--- src/rtl/scroll_pkg.sv ---
package scroll_pkg;
  localparam int ROWS       = 8;
  localparam int ROW_W      = 24;
  localparam int ENTRY_LSB  = 16;
  localparam int GLYPH_COLS = 5;
  localparam int FONT_AW    = 9;
  localparam int COL_W      = 3;
  localparam logic [7:0] CODE_FIRST = 8'h20;
  localparam logic [7:0] CODE_LAST  = 8'h7D;

  typedef enum logic [1:0] {
    ST_RUN    = 2'd0,
    ST_INSERT = 2'd1,
    ST_HALT   = 2'd2
  } comp_state_e;

  function automatic logic [7:0] sanitize_code(input logic [7:0] c);
    if (c < CODE_FIRST || c > CODE_LAST) return CODE_FIRST;
    return c;
  endfunction

  function automatic logic [FONT_AW-1:0] glyph_base(input logic [7:0] c);
    logic [FONT_AW-1:0] off;
    off = FONT_AW'(c - CODE_FIRST);
    return (off << 2) + off;
  endfunction
endpackage

--- src/rtl/scroll_timing.sv ---
module scroll_timing #(
  parameter int FRAMES_PER_STEP = 4,
  parameter int STEPS_PER_CHAR  = 6
) (
  input  logic clk_i,
  input  logic rst_ni,
  input  logic tick_i,
  output logic step_o,
  output logic fetch_o
);
  localparam int FW = (FRAMES_PER_STEP > 1) ? $clog2(FRAMES_PER_STEP) : 1;
  localparam int SW = (STEPS_PER_CHAR > 1) ? $clog2(STEPS_PER_CHAR) : 1;
  localparam logic [FW-1:0] F_LOAD = FW'(FRAMES_PER_STEP - 1);
  localparam logic [SW-1:0] S_LOAD = SW'(STEPS_PER_CHAR - 1);

  logic [FW-1:0] frame_cnt_q;
  logic [SW-1:0] step_cnt_q;

  assign step_o  = tick_i && (frame_cnt_q == '0);
  assign fetch_o = step_o && (step_cnt_q == '0);

  always_ff @(posedge clk_i or negedge rst_ni) begin
    if (!rst_ni) begin
      frame_cnt_q <= F_LOAD;
      step_cnt_q  <= S_LOAD;
    end else if (tick_i) begin
      frame_cnt_q <= step_o ? F_LOAD : frame_cnt_q - 1'b1;
      if (step_o) step_cnt_q <= fetch_o ? S_LOAD : step_cnt_q - 1'b1;
    end
  end
endmodule

--- src/rtl/scroll_msg_seq.sv ---
module scroll_msg_seq
  import scroll_pkg::*;
#(
  parameter int MSG_AW  = 6,
  parameter int REPEATS = 3
) (
  input  logic               clk_i,
  input  logic               rst_ni,
  input  logic               fetch_i,
  input  logic [7:0]         msg_data_i,
  output logic [MSG_AW-1:0]  msg_addr_o,
  output logic [FONT_AW-1:0] base_o,
  output logic               passes_done_o
);
  localparam int RW = $clog2(REPEATS + 1);

  logic [MSG_AW-1:0]  idx_q;
  logic [RW-1:0]      rep_q;
  logic [FONT_AW-1:0] base_q;
  logic               is_null;

  assign is_null = (msg_data_i == 8'h00);

  always_ff @(posedge clk_i or negedge rst_ni) begin
    if (!rst_ni) begin
      idx_q  <= '0;
      rep_q  <= RW'(REPEATS);
      base_q <= '0;
    end else if (fetch_i) begin
      base_q <= glyph_base(sanitize_code(msg_data_i));
      if (is_null) begin
        idx_q <= '0;
        if (rep_q != '0) rep_q <= rep_q - 1'b1;
      end else begin
        idx_q <= idx_q + 1'b1;
      end
    end
  end

  assign msg_addr_o    = idx_q;
  assign base_o        = base_q;
  assign passes_done_o = (rep_q == '0);
endmodule

--- src/rtl/scroll_frame_buf.sv ---
module scroll_frame_buf
  import scroll_pkg::*;
(
  input  logic                  clk_i,
  input  logic                  rst_ni,
  input  logic                  shift_i,
  input  logic                  ins_i,
  input  logic [7:0]            font_col_i,
  input  logic [2:0]            row_sel_i,
  output logic [ROW_W-1:0]      row_data_o,
  output logic [ROWS*ROW_W-1:0] flat_o
);
  logic [ROW_W-1:0] rows_q [ROWS];

  for (genvar r = 0; r < ROWS; r++) begin : g_row
    always_ff @(posedge clk_i or negedge rst_ni) begin
      if (!rst_ni) begin
        rows_q[r] <= '0;
      end else if (shift_i) begin
        rows_q[r] <= rows_q[r] >> 1;
      end else if (ins_i) begin
        rows_q[r][ROW_W-1:ENTRY_LSB] <=
          {rows_q[r][ROW_W-2:ENTRY_LSB], font_col_i[7-r]};
      end
    end
    assign flat_o[r*ROW_W +: ROW_W] = rows_q[r];
  end

  assign row_data_o = rows_q[row_sel_i];
endmodule

--- src/rtl/scroll_composer.sv ---
module scroll_composer
  import scroll_pkg::*;
#(
  parameter int FRAMES_PER_STEP = 4,
  parameter int STEPS_PER_CHAR  = 6,
  parameter int REPEATS         = 3,
  parameter int MSG_AW          = 6
) (
  input  logic               clk_i,
  input  logic               rst_ni,
  input  logic               frame_done_i,
  output logic [MSG_AW-1:0]  msg_addr_o,
  input  logic [7:0]         msg_data_i,
  output logic [FONT_AW-1:0] font_addr_o,
  input  logic [7:0]         font_data_i,
  input  logic [2:0]         row_sel_i,
  output logic [ROW_W-1:0]   row_data_o,
  output logic               power_down_o
);
  comp_state_e          state_q;
  logic [COL_W-1:0]     col_q;
  logic                 tick, step, fetch, ins, passes_done;
  logic [FONT_AW-1:0]   base;
  logic [ROWS*ROW_W-1:0] buf_flat;

  assign tick = frame_done_i && (state_q == ST_RUN);
  assign ins  = (state_q == ST_INSERT);

  scroll_timing #(
    .FRAMES_PER_STEP(FRAMES_PER_STEP),
    .STEPS_PER_CHAR (STEPS_PER_CHAR)
  ) timing_i (
    .clk_i  (clk_i),
    .rst_ni (rst_ni),
    .tick_i (tick),
    .step_o (step),
    .fetch_o(fetch)
  );

  scroll_msg_seq #(
    .MSG_AW (MSG_AW),
    .REPEATS(REPEATS)
  ) msg_i (
    .clk_i        (clk_i),
    .rst_ni       (rst_ni),
    .fetch_i      (fetch),
    .msg_data_i   (msg_data_i),
    .msg_addr_o   (msg_addr_o),
    .base_o       (base),
    .passes_done_o(passes_done)
  );

  scroll_frame_buf buf_i (
    .clk_i     (clk_i),
    .rst_ni    (rst_ni),
    .shift_i   (step),
    .ins_i     (ins),
    .font_col_i(font_data_i),
    .row_sel_i (row_sel_i),
    .row_data_o(row_data_o),
    .flat_o    (buf_flat)
  );

  assign font_addr_o = base + FONT_AW'(col_q);

  always_ff @(posedge clk_i or negedge rst_ni) begin
    if (!rst_ni) begin
      state_q <= ST_RUN;
      col_q   <= '0;
    end else begin
      unique case (state_q)
        ST_RUN: if (fetch) begin
          state_q <= ST_INSERT;
          col_q   <= COL_W'(GLYPH_COLS - 1);
        end
        ST_INSERT: begin
          if (col_q == '0) state_q <= passes_done ? ST_HALT : ST_RUN;
          else             col_q   <= col_q - 1'b1;
        end
        default: state_q <= ST_HALT;
      endcase
    end
  end

  assign power_down_o = (state_q == ST_HALT);
endmodule

--- config.mk ---
export PLATFORM = sky130hd
export DESIGN_NAME = scroll_composer
export DESIGN_NICKNAME = d
export VERILOG_FILES = /design/src/rtl/scroll_pkg.sv /design/src/rtl/scroll_timing.sv /design/src/rtl/scroll_msg_seq.sv /design/src/rtl/scroll_frame_buf.sv /design/src/rtl/scroll_composer.sv
export SDC_FILE = /design/constraint.sdc
export NUM_CORES = 1
export LEC_CHECK = 0
export ABC_AREA = 0
export BUFFER_PORTS_ARGS = -buffer_cell sky130_fd_sc_hd__buf_2
export CAP_MARGIN = 20
export CORE_ASPECT_RATIO = 2
export CORE_MARGIN = 1.5
export CORE_UTILIZATION = 50
export DETAILED_ROUTE_END_ITERATION = 16
export PLACE_DENSITY = 0.64
export SLEW_MARGIN = 20
export SYNTH_ARGS = -nofsm -noshare
export SYNTH_HDL_FRONTEND = slang
export SYNTH_SLANG_ARGS = --single-unit
--- constraint.sdc ---
create_clock -name clk_i -period 2.2 [get_ports clk_i]
set_input_delay 0 -clock clk_i [delete_from_list [all_inputs] [get_ports clk_i]]
set_output_delay 0 -clock clk_i [all_outputs]
set_load 0.02 [all_outputs]
==> flow_metrics.env <==
export IMPL_drcViolationCount=0
export IMPL_path_common_cell="inv_2"
export IMPL_antenna_left=0
export IMPL_antenna_found_initial=0
export IMPL_yosysSeqAreaShare_pct=51.3
export IMPL_diodes=0
export IMPL_swShare_pct=34.6
export IMPL_synth_cell_types=46
export IMPL_cts_sinks=219
export IMPL_rsz0062_at_grt="true"
export IMPL_crit_buf_inv=3
export IMPL_gp_congestion=0.837
export IMPL_cp_start_kind="flip-flop"
export IMPL_die_height_um=210
export IMPL_ir_drop_mv=0.829
export IMPL_p_comb_share_pct=27.2
export IMPL_routed_via_density=5.46
export IMPL_wl_met2_um=13600
export IMPL_drive_gt1_share_pct=19.3
export IMPL_grt_pass1_wl_um=41300
export IMPL_switching_power_mw=4.83
export IMPL_setup_violations=0
export IMPL_drt_wirelength_per_cell_um=16.8
export IMPL_synth_edf_count=0
export IMPL_wl_um=24600
export IMPL_pwr_share_seq_pct=44.3
export IMPL_status="finished, final reports clean"
export IMPL_fmax_mhz=456
export IMPL_intPower_mw=9.16
export IMPL_hold_viol=0
export IMPL_htree_levels=1
export IMPL_whs_ns=0.0365
export IMPL_crit_path_max_fanout=3
export IMPL_core_mm2=0.0210
export IMPL_nets=1221
export IMPL_drt_pass1_iter_count=5
export IMPL_cp_slowest_cell="dfrtp_1"
export IMPL_pwr_density_cell_mw_per_mm2=1120
export IMPL_clk_path_buf_depth=3
export IMPL_synth_seq_cells=219
export IMPL_ff2ff_path_depth=7
export IMPL_groute_usage_overall_pct=23.1
export IMPL_dp_cells=1404
export IMPL_yosysWarnings=0
export IMPL_vias=7984
export IMPL_io_buffers=61
export IMPL_area_delta_synth_final_pct=16.4
export IMPL_min_period_ns=2.19
export IMPL_worstPathArrival_ns=2.19
export IMPL_place_hpwl_um=16300
export IMPL_critPathKind="reg -> out"
export IMPL_final_area_mm2=0.0124
export IMPL_critical_path_max_stage_delay_ns=0.37
export IMPL_clkPwrFrac_pct=28.5
export IMPL_postSynthCellCount=1110
export IMPL_cts_tree="done"
export IMPL_synth_flop_cell="dfrtp_1"
export IMPL_start_util_pct=50.9
export IMPL_crit_chain="ha_2 -> inv_2 -> fa_2 -> inv_2 -> a21o_1 -> nand4_1 -> xnor2_1 -> buf_4"
export IMPL_clk_latency_ns=0.50
export IMPL_drtIter0Drc=458
export IMPL_crit_family="adder cells"
export IMPL_min_path_type="in -> async"
export IMPL_fillers=1823
export IMPL_total_leakage_power_nw=6.43
export IMPL_async_flop_share_pct=100
export IMPL_cp_required_ns=2.20
export IMPL_routed_top_layer="met4"
export IMPL_first_global_vias=8212
export IMPL_synth_area_per_cell_um2=9.63
export IMPL_total_power_mw=14.0
export IMPL_cp_end_kind="primary output"
export IMPL_clk_pin_slew_worst_paths_ns=0.06
export IMPL_rows=75
export IMPL_tightest_slew_ns=0.697
export IMPL_max_cap_viol_count=0
export IMPL_chipWidth_um=106
export IMPL_die_area_mm2=0.0223
export IMPL_grt_overflow_total=0
export IMPL_grt_start_max_net_pins=90
export IMPL_place_area_mm2=0.0114
export IMPL_wl_met1_um=9660
export IMPL_routed_wl_met3_um=722
export IMPL_finalCritPeriodShare_pct=99.7
export IMPL_cts_root_buffer="clkbuf_16"
export IMPL_finClkSkew_ns=0.00844
export IMPL_synth_net_count=1151
export IMPL_crit_cells=8
export IMPL_syn_cell_area_mm2=0.0107
export IMPL_ioPinCount=62
export IMPL_stdcell_count=1463
export IMPL_numCtsBuffers=21
export IMPL_slew_headroom_pct=53.5
export IMPL_slew_violations=0
[what timing repair did]
item,in CTS,in global routing
hold buffers,19,0
pin swaps,1,6
gates cloned,0,0
gates resized for setup,2,9
hold endpoints to repair,210,0
setup buffers,1,3
setup endpoints to repair,4,8
[kinds of logic (layout without fill, tap and decap cells)]
group | count (synthesis) | in the layout | share of synthesized area (%)
fa+ha+maj | 19 | 19 | 2.36
mux | 76 | 76 | 13.0
compound gates | 104 | 104 | 6.48
simple gates | 599 | 599 | 22.5
flops | 219 | 219 | 51.3
buf+inv | 82 | 166 | 3.40
xor+xnor | 11 | 11 | 0.901
[worst register-to-register path, cell delays in order (launching register included)]
cell and delay, ns:
dfstp_2 0.54, inv_1 0.04, ha_1 0.24, nand4bb_4 0.13, buf_12 0.32, buf_4 0.38
nand2_1 0.11, nand2_1 0.07
[cells in the final DEF, fill, tap and decap left out, types with 3 or more instances in the layout]
master         count
clkbuf_8           4
nand2_1          537
nand3_1           10
o21bai_1           3
mux2_2            26
xor2_1             4
clkbuf_16         21
dlygate4sd3_1     18
nand2b_1           4
a31oi_1            6
inv_1             12
ha_1              16
buf_12            10
dfrtp_1          213
dfstp_2            6
buf_2             56
a22oi_1           50
nor3_1             3
nand4_1            3
a21oi_1           15
bufinv_16          4
buf_4             30
a21o_1             5
and2_1             5
xnor2_1            7
nor2b_1            3
nor2_1            11
nand4b_1           3
mux4_2            48
and3_1             4
o21ai_0           18
clkinvlp_4         5
[cell usage after synthesis, types with 3 or more instances]
cell type  count  share of area [%]
nand2_1      537                 19
dfrtp_1      213                 50
a22oi_1       50                3.5
mux4_2        48                 10
clkbuf_1      31                1.1
buf_2         30                1.4
mux2_2        26                2.7
o21ai_0       18               0.84
ha_1          17                2.0
a21oi_1       16               0.75
inv_1         14               0.49
nor2_1        12               0.42
nand3_1       10               0.47
xnor2_1        7               0.57
a31oi_1        6               0.35
dfstp_2        6                1.5
a21o_1         5               0.35
and2_1         5               0.29
and3_1         4               0.23
buf_1          4               0.14
nand2b_1       4               0.23
nor2b_1        4               0.23
xor2_1         4               0.33
nand4_1        3               0.18
nand4b_1       3               0.25
nor3_1         3               0.14
o21bai_1       3               0.21
[power by group through the flow]
stage / sequential [mW] / clock (mW) / combinational, mW
2_1_floorplan: 5.88 / 0 / 2.72
3_3_place_gp: 6.24 / 0 / 3.68
3_5_place_dp: 6.28 / 0 / 3.76
4_1_cts: 6.21 / 4.06 / 3.82
5_1_grt: 6.36 / 4.22 / 4.25
6_report: 6.20 / 3.99 / 3.81
[through the flow]
step	util (%)	setup slack, ns	TNS (ns)
2_1_floorplan	-	0.352	0
3_3_place_gp	54.4	0.140	0
3_5_place_dp	54.4	0.0730	0
4_1_cts	59.0	-0.0443	-0.0443
5_1_grt	59.2	-0.147	-0.187
6_report	59.2	0.00736	0
[layout make-up]
| cell class | instances | area, um2 | share of cell area (%) |
|---|---|---|---|
| inverters | 14 | 52.6 | 0.422 |
| repair buffers | 115 | 901 | 7.24 |
| well taps | 269 | 337 | 2.70 |
| flip-flops and latches | 219 | 5490 | 44.1 |
| clock buffers | 25 | 581 | 4.66 |
| multi-input cells | 809 | 4900 | 39.4 |
| clock inverters | 12 | 183 | 1.47 |
[worst paths after layout]
| check | slack [ns] | to | startpoint |
|---|---|---|---|
| max in group asynchronous | 1.40 | msg_i.rep_q[0] | rst_ni |
| worst max register to register | 0.31 | buf_i.flat_o[128] | timing_i.frame_cnt_q[0] |
| worst min-delay path | 0.04 | buf_i.flat_o[96] | rst_ni |
| worst max-delay path | 0.007 | font_addr_o[8] | msg_i.base_o[0] |
| worst min register to register | 0.47 | buf_i.flat_o[24] | buf_i.flat_o[24] |
| min in group clk_i | 0.08 | msg_i.msg_addr_o[4] | msg_data_i[5] |
[state kept, by name (all words and copies together), names as in the netlist]
name	cells
col_q	3
msg_i.base_o	9
buf_i.flat_o	192
timing_i.step_cnt_q	3
timing_i.frame_cnt_q	2
state_q	2
msg_i.msg_addr_o	6
msg_i.rep_q	2
[routing by layer]
metal	global-route usage, %	vias to the layer above
met5	0	-
met4	7.36	0
met3	2.36	38
met2	43.3	147
met1	27.3	3968
li1	-	3831
Note: power is estimated with default switching activity, not from simulation.
